==> src/rtl/btg_pkg.sv <==
package btg_pkg;
  localparam int OSR        = 13;  // sample ticks per bit
  localparam int PRE_LSB    = 16;  // prescale field position in the divisor word
  localparam int BRK_START  = 9;   // control bit that starts a break
  typedef enum logic [1:0] {
    REG_DIV = 2'd0,
    REG_BRK = 2'd1,
    REG_CTL = 2'd2
  } reg_sel_e;
endpackage

==> src/rtl/btg_wrapcnt.sv <==
module btg_wrapcnt #(
  parameter int W = 4
) (
  input  logic         clk,
  input  logic         rst_n,
  input  logic         en,
  input  logic [W-1:0] limit,
  output logic         wrap
);
  logic [W-1:0] cnt_q, cnt_d;

  assign wrap = en && (cnt_q == limit);

  always_comb begin
    cnt_d = cnt_q;
    if (wrap)    cnt_d = '0;
    else if (en) cnt_d = cnt_q + 1'b1;
  end

  always_ff @(posedge clk or negedge rst_n) begin
    if (!rst_n) cnt_q <= '0;
    else        cnt_q <= cnt_d;
  end
endmodule

==> src/rtl/btg_divreg.sv <==
module btg_divreg #(
  parameter int PRE_W = 4,
  parameter int DIV_W = 10
) (
  input  logic             clk,
  input  logic             rst_n,
  input  logic             load,
  input  logic [PRE_W-1:0] new_pre,
  input  logic [DIV_W-1:0] new_div,
  input  logic             boundary,
  output logic [PRE_W-1:0] act_pre,
  output logic [DIV_W-1:0] act_div,
  output logic             busy
);
  logic [PRE_W-1:0] sh_pre_q, sh_pre_d, act_pre_q, act_pre_d;
  logic [DIV_W-1:0] sh_div_q, sh_div_d, act_div_q, act_div_d;
  logic             pend_q, pend_d;

  always_comb begin
    sh_pre_d  = sh_pre_q;
    sh_div_d  = sh_div_q;
    act_pre_d = act_pre_q;
    act_div_d = act_div_q;
    pend_d    = pend_q;
    if (load) begin
      sh_pre_d = new_pre;
      sh_div_d = new_div;
      pend_d   = 1'b1;
    end else if (pend_q && boundary) begin
      act_pre_d = sh_pre_q;
      act_div_d = sh_div_q;
      pend_d    = 1'b0;
    end
  end

  always_ff @(posedge clk or negedge rst_n) begin
    if (!rst_n) begin
      sh_pre_q  <= '0;
      sh_div_q  <= '0;
      act_pre_q <= '0;
      act_div_q <= '0;
      pend_q    <= 1'b0;
    end else begin
      sh_pre_q  <= sh_pre_d;
      sh_div_q  <= sh_div_d;
      act_pre_q <= act_pre_d;
      act_div_q <= act_div_d;
      pend_q    <= pend_d;
    end
  end

  assign act_pre = act_pre_q;
  assign act_div = act_div_q;
  assign busy    = pend_q;
endmodule

==> src/rtl/btg_break.sv <==
module btg_break #(
  parameter int BRK_W = 16
) (
  input  logic             clk,
  input  logic             rst_n,
  input  logic             len_wr,
  input  logic [BRK_W-1:0] len_val,
  input  logic             start_req,
  input  logic             bit_tick,
  output logic             active,
  output logic             done
);
  logic [BRK_W-1:0] len_q, len_d, rem_q, rem_d;
  logic             act_q, act_d, done_q, done_d;

  always_comb begin
    len_d  = len_wr ? len_val : len_q;
    rem_d  = rem_q;
    act_d  = act_q;
    done_d = 1'b0;
    if (act_q) begin
      if (bit_tick) begin
        if (rem_q <= BRK_W'(1)) begin
          act_d  = 1'b0;
          done_d = 1'b1;
        end else begin
          rem_d = rem_q - 1'b1;
        end
      end
    end else if (start_req) begin
      act_d = 1'b1;
      rem_d = len_q;
    end
  end

  always_ff @(posedge clk or negedge rst_n) begin
    if (!rst_n) begin
      len_q  <= '0;
      rem_q  <= '0;
      act_q  <= 1'b0;
      done_q <= 1'b0;
    end else begin
      len_q  <= len_d;
      rem_q  <= rem_d;
      act_q  <= act_d;
      done_q <= done_d;
    end
  end

  assign active = act_q;
  assign done   = done_q;
endmodule

==> src/rtl/baud_tick_gen.sv <==
module baud_tick_gen
  import btg_pkg::*;
#(
  parameter int PRE_W  = 4,
  parameter int DIV_W  = 10,
  parameter int BRK_W  = 16,
  localparam int DATA_W = PRE_LSB + PRE_W,
  localparam int OSR_W  = $clog2(OSR)
) (
  input  logic              clk,
  input  logic              rst_n,
  input  logic              wr_en,
  input  logic [1:0]        wr_addr,
  input  logic [DATA_W-1:0] wr_data,
  output logic              sub_tick,
  output logic              bit_tick,
  output logic              busy,
  output logic              break_active,
  output logic              break_done
);
  logic [PRE_W-1:0] act_pre;
  logic [DIV_W-1:0] act_div;
  logic             pre_tick;
  logic             wr_div, wr_brk, wr_ctl_start;

  assign wr_div       = wr_en && (wr_addr == REG_DIV);
  assign wr_brk       = wr_en && (wr_addr == REG_BRK);
  assign wr_ctl_start = wr_en && (wr_addr == REG_CTL) && wr_data[BRK_START];

  btg_divreg #(.PRE_W(PRE_W), .DIV_W(DIV_W)) u_divreg (
    .clk      (clk),
    .rst_n    (rst_n),
    .load     (wr_div),
    .new_pre  (wr_data[PRE_LSB +: PRE_W]),
    .new_div  (wr_data[DIV_W-1:0]),
    .boundary (bit_tick),
    .act_pre  (act_pre),
    .act_div  (act_div),
    .busy     (busy)
  );

  btg_wrapcnt #(.W(PRE_W)) u_prescale (
    .clk (clk), .rst_n (rst_n), .en (1'b1), .limit (act_pre), .wrap (pre_tick)
  );

  btg_wrapcnt #(.W(DIV_W)) u_baud (
    .clk (clk), .rst_n (rst_n), .en (pre_tick), .limit (act_div), .wrap (sub_tick)
  );

  btg_wrapcnt #(.W(OSR_W)) u_phase (
    .clk (clk), .rst_n (rst_n), .en (sub_tick), .limit (OSR_W'(OSR - 1)), .wrap (bit_tick)
  );

  btg_break #(.BRK_W(BRK_W)) u_break (
    .clk       (clk),
    .rst_n     (rst_n),
    .len_wr    (wr_brk),
    .len_val   (wr_data[BRK_W-1:0]),
    .start_req (wr_ctl_start),
    .bit_tick  (bit_tick),
    .active    (break_active),
    .done      (break_done)
  );
endmodule

==> config.mk <==
export PLATFORM = sky130hd
export DESIGN_NAME = baud_tick_gen
export DESIGN_NICKNAME = d
export VERILOG_FILES = /design/src/rtl/btg_pkg.sv /design/src/rtl/btg_wrapcnt.sv /design/src/rtl/btg_divreg.sv /design/src/rtl/btg_break.sv /design/src/rtl/baud_tick_gen.sv
export SDC_FILE = /design/constraint.sdc
export NUM_CORES = 1
export LEC_CHECK = 0
export BUFFER_PORTS_ARGS = -buffer_cell sky130_fd_sc_hd__clkbuf_2
export CORE_MARGIN = 3
export CORE_UTILIZATION = 60
export CTS_CLUSTER_SIZE = 30
export DETAILED_ROUTE_END_ITERATION = 8
export GPL_ROUTABILITY_DRIVEN = 0
export PLACE_DENSITY = 0.87
export SYNTH_ARGS = -nofsm -noshare
export SYNTH_HDL_FRONTEND = slang
export SYNTH_HIERARCHICAL = 1
export SYNTH_SLANG_ARGS = --single-unit
==> constraint.sdc <==
create_clock -name clk -period 4 [get_ports clk]
set_input_delay 0.8 -clock clk [delete_from_list [all_inputs] [get_ports clk]]
set_output_delay 0.8 -clock clk [all_outputs]
set_load 0.01 [all_outputs]
== Word level (Yosys, flattened, before mapping) ==
Index checks and enable logic that the tools add are counted.

* Output and inout bits: 5
* Register bits after elaboration: 81

* $lt $le $gt $ge: 1
* Equal/unequal tests: 7
* Muxes and demuxes: 18
* Add/sub/neg operators: 4
* Bitwise logic cells: 1
* Reduce and logical (&&, ||, !) cells: 14

{| class="wikitable"
|+ Operators by type and width
! operator !! number
|-
| 16-bit two-way mux || 4
|-
| 10-bit two-way mux || 2
|-
| 16-bit by 1-bit <= comparator with 1-bit output, second input constant || 1
|-
| 16-bit by 1-bit subtractor with 16-bit output, second input constant || 1
|-
| 4-bit two-way mux || 3
|-
| 10-bit by 1-bit adder with 10-bit output, second input constant || 1
|-
| 10-bit equality test || 1
|-
| 1-bit two-way mux || 9
|-
| 4-bit by 1-bit adder with 4-bit output, second input constant || 2
|-
| 2-bit nonzero test || 4
|-
| 1-bit logical AND || 7
|-
| 4-bit equality test || 1
|-
| 4-bit equality test, second input constant || 1
|-
| 2-bit inequality test, second input constant || 2
|-
| 3-bit AND reduction || 1
|-
| 2-bit by 1-bit equality test with 1-bit output, second input constant || 1
|-
| 2-bit equality test, second input constant || 1
|-
| 2-bit logical NOT || 1
|-
| 2-bit AND reduction || 1
|-
| 1-bit inverter || 1
|}

== Longest topological paths before layout ==
Gate-level depths: netlist of the first run.

* Depth in word-level cells: 6
* Depth in mapped cells: 12
* Depth with buffers taken out: 11

== Cells and area by module ==
The synthesis of the first run kept the hierarchy.

{| class="wikitable"
|+ Modules (own cells, without submodules)
! module !! area an instance (sq um) !! instances !! seq. area each (sq um) !! cells each
|-
| btg_break || 1825.5 || 1 || 850.8 || 168
|-
| btg_divreg || 1137.3 || 1 || 725.7 || 63
|-
| btg_wrapcnt (u_baud) || 614.3 || 1 || 250.2 || 57
|-
| btg_wrapcnt (u_phase ...) || 251.5 || 2 || 100.1 || 23
|-
| baud_tick_gen || 35.0 || 1 || 0.0 || 5
|}

== Worst setup path after synthesis of the first run ==
OpenSTA, ideal clock, no wires.

* Kind: register to register
* Start: register u_prescale.cnt_q[1]
* End: register u_break.rem_q[0]
* Path buffers: 1
* Arrival: 3.291 ns
* Setup slack: 0.583 ns
* Stages on the path, launching flop included: 13
* Setup time: 0.126 ns
* Cells stage by stage: dfrtp_1 > xor2_1 > a2111oi_4 > and2_1 > nand4_1 > nor3_4 > o21a_1 > and2_1 > a21oi_1 > o21bai_2 > buf_4 > o21ai_1 > o31ai_1

* Word-level cells in the longest chain between the ends: 5

{| class="wikitable"
|+ Ends and longest elaborated chain
! element !! RTL line !! RTL
|-
| start, declared || btg_wrapcnt.sv:10 || <nowiki>logic [W-1:0] cnt_q, cnt_d;</nowiki>
|-
| start signal, assigned || btg_wrapcnt.sv:22 || <nowiki>else cnt_q <= cnt_d;</nowiki>
|-
| 4-bit equality test || btg_wrapcnt.sv:12 || <nowiki>assign wrap = en && (cnt_q == limit);</nowiki>
|-
| via pre_tick || baud_tick_gen.sv:23 || <nowiki>logic pre_tick;</nowiki>
|-
| 1-bit logical AND || btg_wrapcnt.sv:12 ||
|-
| via sub_tick || baud_tick_gen.sv:15 || <nowiki>output logic sub_tick,</nowiki>
|-
| 1-bit logical AND || btg_wrapcnt.sv:12 ||
|-
| via bit_tick || baud_tick_gen.sv:16 || <nowiki>output logic bit_tick,</nowiki>
|-
| 2-bit inequality test (no source line) || - ||
|-
| 3-bit AND reduction (no source line) || - ||
|-
| end signal, assigned || btg_break.sv:44 || <nowiki>rem_q <= rem_d;</nowiki>
|-
| end, declared || btg_break.sv:13 || <nowiki>logic [BRK_W-1:0] len_q, len_d, rem_q, rem_d;</nowiki>
|}

The timed path passes the listed nets, and every way through them passes these cells.
A chain may end at the register's enable or synchronous reset.

== Worst setup path after layout of the first run ==
* Start: register u_prescale.cnt_q[1]
* End: output bit_tick

* Word-level cells in the longest chain between the ends: 3

{| class="wikitable"
|+ Ends and longest elaborated chain
! element !! RTL line
|-
| 4-bit equality test || btg_wrapcnt.sv:12
|-
| via pre_tick || baud_tick_gen.sv:23
|-
| 1-bit logical AND (2 in a row) || btg_wrapcnt.sv:12
|-
| end, declared || baud_tick_gen.sv:16
|}

The timed path passes the listed nets, and every way through them passes these cells.

==> metrics, run 1 <==
status=finished clean; I/O Pins=30; CTS root buf=clkbuf_8; critical path type=flop to primary output; uppermost layer routed=met4; Final Max Slew Viols=0; largest family of logic cells by synthesized area=multiplexers; final hold vios=0; Leakage Power=2.085 nW; first-pass GRT wire length=13000 um; asr flop ratio synth=1.000; post-route setup TNS=0 ns; PwrDens=599.6 mW/mm2; skew final=0.007903 ns; CTS sink count=81; Synth Area per Inst=12.14 um2; crit start category=flop; Max clock buf depth=2; DRC Markers=0; Synth Area in Simple Gates=0.1338; CP max FO=10; H-tree levels=3; Seq/Total Area, Yosys=0.4926; RSZ-0062 raised after global routing=no; post-CTS setup buffer count=0; Cells after Synth=339; vias in the first global route=2698; multiplexer share of the synthesized area=0.1465; Most used DFF post-synth=dfrtp_1; Port Buffer Count=29; Vias/cell=5.907; flop2flop setup slack=0.61 ns; share of post-route cells with drive strength above 1=0.3065; WL met3=260 um; total global routing track utilization=0.2186; crit path DAT=2.89 ns; Hold Path Class=flop to flop; area taken by multi-input logic gates=0.001994 mm2; Initial DRC Count=155; via count=2729; Met2 Wirelength=4165 um; post-synthesis compound-gate area fraction=0.1085; XOR/XNOR Fraction of Synth Area=0.06932; measured slew at the worst slew-check pin=0.9744 ns; pre-CTS WS=0.7009 ns; non-filler cells, final=462; final core area utilization=0.7055; nets=410; Critical Path RT=3.20 ns; M1 WL=3207 um; Cells after DPL=446; maxcap violations=0; Die Y=88.82 um; hold_ws=0.5089 ns; filler instances=448; normalized max-slew margin=0.3504; Area Overhead vs Synth=11.34%; post-route antenna net violation count=0; Remaining Overflow, GRT=0; yosys warns=6; full die area=0.007888 mm2; synth unique cells=64; Chip Width=88.82 um; Peak Freq=270.7 MHz; EDFF count, synth=0; # diodes=0; total wire length=7749 um; Reg clk slew, reported paths=0.08 ns; TritonCTS Buffers=9; CTS tree=built; initial antenna violation count=0; wire per inst=16.77 um; DRT Pass-1 Iters=5; crit path capture type=primary output; synthesized flop and latch total=81; DP HPWL=5444 um; Final period util=0.9236; crit path time final=3.694 ns; Netlist Area Pre-Place=0.004115 mm2; Post-CTS Hold Buffers=0; clock latency on the worst-skew pair=0.36 ns; total core area=0.006495 mm2; Placement Rows=29; Peak VDD IR=0.3386 mV; Starting Density=0.6336; setup slack after layout=0.3057 ns; Synth Area in Adders=0.01520; final setup fails=0; largest net degree at the start of global routing=82; post-CTS sizing=0; Storage cell area=0.002027 mm2
## registers in the layout (all words and copies together) (netlist names)
signal	cells
u_break/len_q	16
u_divreg/sh_div_q	10
u_divreg/act_div	10
u_prescale/cnt_q	4
u_break/done	1
u_baud/cnt_q	10
u_break/rem_q	16
u_break/active	1
u_phase/cnt_q	4
u_divreg/busy	1
u_divreg/sh_pre_q	4
u_divreg/act_pre	4
## Yosys cell counts, types with 3 or more instances
master | n | area [um2]
clkbuf_1 | 3 | 11.26
a31oi_1 | 3 | 18.77
buf_6 | 3 | 33.78
and2_1 | 3 | 18.77
nor2_1 | 20 | 75.07
nand2b_1 | 3 | 18.77
nand4_1 | 7 | 43.79
ha_1 | 5 | 62.56
and3_1 | 6 | 37.54
nor3_1 | 3 | 15.01
mux2_2 | 34 | 382.9
xnor2_2 | 3 | 48.80
o21ai_0 | 6 | 30.03
dfrtp_1 | 81 | 2027
mux2i_1 | 7 | 70.07
a2bb2oi_1 | 3 | 26.28
xnor2_1 | 9 | 78.83
mux2_4 | 10 | 150.1
o21ai_1 | 9 | 45.04
xor2_1 | 18 | 157.7
a21oi_1 | 16 | 80.08
a211oi_1 | 3 | 22.52
inv_1 | 12 | 45.04
nand3_1 | 3 | 15.01
nand2_1 | 14 | 52.55
nor2b_1 | 4 | 25.02
## power breakdown
group | leakage (nW) | internal (mW) | switching [mW]
sequential | 1.02 | 1.02 | 0.232
combinational | 0.944 | 0.373 | 0.400
clock | 0.124 | 0.416 | 0.302
## layout make-up
cell class / count / share of cell area
Sequential cell: 81 / 0.4424
Clock buffer: 9 / 0.02703
Timing Repair Buffer: 33 / 0.03878
Clock inverter: 7 / 0.02567
Inverter: 12 / 0.009831
Tap cell: 77 / 0.02103
Multi-Input combinational cell: 243 / 0.4353
## logic make-up (layout without fill, tap and decap cells)
group	after synthesis	count (layout)
simple gates	85	85
flops	81	81
compound gates	61	61
mux	51	51
xor+xnor	30	30
buf+inv	24	61
fa+ha+maj	5	5
other cells	2	11
## per-stage QoR
step | power (mW) | area, um2
after floorplan | 1.834 | 4149
after global placement | 1.973 | 4340
after detailed placement | 2.035 | 4340
after CTS | 2.760 | 4582
after global routing | 2.913 | 4582
final | 2.747 | 4582
## cells in the final DEF (no fill, tap or decap), types with 4 or more instances in the layout
| cell type | Yosys | final |
|---|---|---|
| a21oi_1 | 16 | 16 |
| and3_1 | 6 | 6 |
| buf_4 | 2 | 5 |
| clkbuf_2 | 0 | 28 |
| clkbuf_8 | 1 | 9 |
| conb_1 | 2 | 11 |
| dfrtp_1 | 81 | 81 |
| ha_1 | 5 | 5 |
| inv_1 | 12 | 12 |
| mux2_2 | 34 | 34 |
| mux2_4 | 10 | 10 |
| mux2i_1 | 7 | 7 |
| nand2_1 | 14 | 14 |
| nand4_1 | 7 | 7 |
| nor2_1 | 20 | 20 |
| nor2b_1 | 4 | 4 |
| o21ai_0 | 6 | 6 |
| o21ai_1 | 9 | 9 |
| xnor2_1 | 9 | 9 |
| xor2_1 | 18 | 18 |
## routing by layer
metal / global-route usage / vias up
met4: 0.06456 / 0
li1: - / 1287
met3: 0.06331 / 15
met2: 0.3887 / 64
met1: 0.2555 / 1363
met5: 0 / -
## critical path, cell delays in order, from the launching register on
cell and delay (ns):
dfrtp_1 0.43, xor2_1 0.20, a2111oi_4 0.43, and2_1 0.35, nand4_1 0.22, nor3_4 0.18
o21a_1 0.21, and2_1 0.15, buf_4 0.20, clkbuf_2 0.17
## worst paths after layout
check | to | start | depth (start not counted)
max in group asynchronous | u_break/rem_q[6] | rst_n | 1
worst max register to register | u_break/rem_q[3] | u_prescale/cnt_q[1] | 12
worst min register to register | u_divreg/act_div[2] | u_divreg/sh_div_q[2] | 1
min in group asynchronous | u_prescale/cnt_q[2] | rst_n | 1
worst max-delay path | bit_tick | u_prescale/cnt_q[1] | 9
worst min-delay path | u_divreg/act_div[2] | u_divreg/sh_div_q[2] | 1
Note: power is estimated with default switching activity, not from simulation.
==> run 2, diff against run 1 <==
GPL_TIMING_DRIVEN = 0   (was not set)
==> run 2 against run 1 <==
Net effect: setup slack worse by 0.085 ns; first-iteration DRC count is 5.8% higher; final cell count is 2.2% higher; sequential share of layout area is 0.26 points lower; clock skew is 0.0070 ns higher; wire length hardly changed; hold slack worse by 0.074 ns; clock-buffer cell count is 2 higher; largest cell class unchanged.
==> metrics, run 2 (synthesis gave the netlist of run 1 again) <==
status=finished clean; crit path capture type=primary output; Initial DRC Count=164 (+5.8%); number of cells on the critical path=8 (-1); power share of the sequential group=0.487 (+0.030); top flop regs=u_break/len_q (16), u_break/rem_q (16); post-route antenna net violation count=0 (unchanged); total wire length=7742 um (about the same); Die Y=88.82 um (unchanged); CTS sink count=81 (unchanged); commonest cells after routing, fill and taps aside=81 x dfrtp_1, 34 x mux2_2, 28 x clkbuf_2, 20 x nor2_1, 18 x xor2_1; crit start category=flop; Remaining Overflow, GRT=0 (unchanged); Starting Density=0.6336 (unchanged); largest net degree at the start of global routing=47 (-43%); Clk network pwr share=0.209 (-0.052); initial antenna violation count=0 (unchanged); CP max stage cell=a2111oi_4; crit path time final=3.779 ns (+0.08503 ns); measured slew at the worst slew-check pin=0.6583 ns (-0.3160 ns); Hold Path Class=primary input to async pin; # diodes=0 (unchanged); Final period util=0.9448 (+0.02126); Worst R2R Path Depth=12 (unchanged); normalized max-slew margin=0.5611 (+0.2107); critical path's top delay family=simple AND/OR/NAND/NOR gates; share of post-route cells with drive strength above 1=0.3114 (+0.004899); via count=2764 (+1.3%); crit path DAT=2.98 ns (+0.09 ns); final setup fails=0 (unchanged); maxcap violations=0 (unchanged); clock latency on the worst-skew pair=0.35 ns (about the same); Critical Path RT=3.20 ns (about the same); I/O Pins=30 (unchanged); nets=420 (+2.4%); commonest non-fill, non-tap cell in the layout=dfrtp_1; Max clock buf depth=2 (unchanged); filler instances=473 (+5.6%); DRT Pass-1 Iters=5 (unchanged); total core area=0.006495 mm2 (unchanged); Int Power=1.653 mW (-8.9%); critical path type=flop to primary output; total global routing track utilization=0.2234 (+0.004763); DP HPWL=5662 um (+4.0%); Port Buffer Count=29 (unchanged); Peak Freq=264.6 MHz (-2.2%); H-tree levels=3 (unchanged); skew final=0.01495 ns (+0.007048 ns); first-pass GRT wire length=13530 um (+4.1%); worst flop-to-flop path startpoint=u_prescale/cnt_q[1]; RSZ-0062 raised after global routing=no; Vias/cell=5.856 (-0.86%); TritonCTS Buffers=9 (unchanged); final hold vios=0 (unchanged); CP Cell Sequence=xor2_1 -> a2111oi_4 -> and2_1 -> nand4_1 -> nor3_4 -> o21a_1 -> and2_2 -> clkbuf_2; Peak VDD IR=0.3672 mV (+8.4%); Sw Ratio=0.3568 (+0.01675); vias in the first global route=2813 (+4.3%); Leakage Power=2.095 nW (+0.47%); CP max FO=10 (unchanged); slowest stage delay, CP=0.45 ns (+0.02 ns); Final Max Slew Viols=0 (unchanged); DRC Markers=0 (unchanged); Reg clk slew, reported paths=0.09 ns (about the same); final core area utilization=0.7097 (+0.004238); origin of the worst setup path=u_prescale/cnt_q[1]; PwrDens=557.4 mW/mm2 (-7.0%); Area Overhead vs Synth=12.01%; CTS tree=built; Chip Width=88.82 um (unchanged); Logic pwr share=0.304 (+0.023); full die area=0.007888 mm2 (unchanged); R2R Path End=u_break/rem_q[0]; post-route setup TNS=0 ns (unchanged); Worst Setup EP=bit_tick; Sw Pwr=916.8 uW (-1.9%); flop2flop setup slack=0.51 ns (-0.10 ns); CP Buf/Inv Count=1 (-1); Post-CTS Hold Buffers=0 (unchanged); wire per inst=16.40 um (-2.2%); Placement Rows=29 (unchanged); total power draw=2.569 mW (-6.5%); CTS root buf=clkbuf_8
-- run 2: worst min-delay path by stage --
stage | startpoint | endpoint | slack (ns) | cells past startpoint
4_1_cts | rst_n | u_prescale/cnt_q[2] | 0.44 | 1
3_5_place_dp | u_divreg/sh_div_q[6] | u_divreg/act_div[6] | 0.49 | 1
6_report | rst_n | u_divreg/act_pre[0] | 0.43 | 1
2_1_floorplan | u_break/rem_q[13] | u_break/rem_q[13] | 0.47 | 1
5_1_grt | rst_n | u_baud/cnt_q[2] | 0.45 | 1
3_3_place_gp | u_divreg/sh_pre_q[0] | u_divreg/act_pre[0] | 0.49 | 1
-- run 2: what timing repair did --
| item | CTS | global route |
|---|---|---|
| gates cloned | 0 | 0 |
| pin swaps | 1 | 0 |
| resized for setup | 0 | 1 |
| buffers inserted | 1 | 0 |
| setup endpoints to repair | 2 | 1 |
-- run 2: worst reg2reg max path: stages (launching register included) --
cell	delay, ns
dfrtp_1	0.42
xor2_1	0.20
a2111oi_4	0.45
and2_1	0.34
nand4_1	0.20
nor3_4	0.27
o21a_1	0.22
and2_2	0.34
a21oi_1	0.19
o21bai_2	0.31
buf_4	0.22
o21ai_1	0.13
o31ai_1	0.08
-- run 2: power by group through the flow --
stage               Sequential (mW)  Clock, mW  Combinational (mW)
global route                   1.28      0.590               0.883
detailed placement             1.26          0               0.773
global placement               1.25          0               0.728
finish                         1.25      0.536               0.782
floorplan                      1.20          0               0.630
CTS                            1.25      0.545               0.783
-- run 2: routing by layer --
layer	part of all wire	routed length, um	GRT usage	vias up
li1	-	-	-	1312
met1	0.42	3237	0.2787	1379
met2	0.53	4120	0.3799	64
met3	0.036	281	0.05959	9
met4	0.013	102	0.06868	0
met5	0	0	0	-
-- run 2: layout make-up --
| type | instances | area (um2) | share of cell area |
|---|---|---|---|
| tap | 77 | 96.34 | 0.02090 |
| sequential | 81 | 2027 | 0.4397 |
| multi-input combinational | 243 | 1991 | 0.4319 |
| clock buffer | 11 | 141.4 | 0.03067 |
| timing repair buffer | 31 | 182.7 | 0.03963 |
| inverter | 12 | 45.04 | 0.009772 |
| buffer | 12 | 87.58 | 0.01900 |
| clock inverter | 5 | 38.79 | 0.008415 |
-- run 2: stage by stage --
step                hold WS, ns  instance area (um2)  setup slack (ns)  std cells
finish                   0.4347                 4609            0.2207        472
global route             0.4494                 4609           0.01847        472
CTS                      0.4426                 4608           0.02357        472
detailed placement       0.4943                 4420           0.01882        455
global placement         0.4856                 4390            0.1077        454
floorplan                0.4715                 4149            0.5827        348
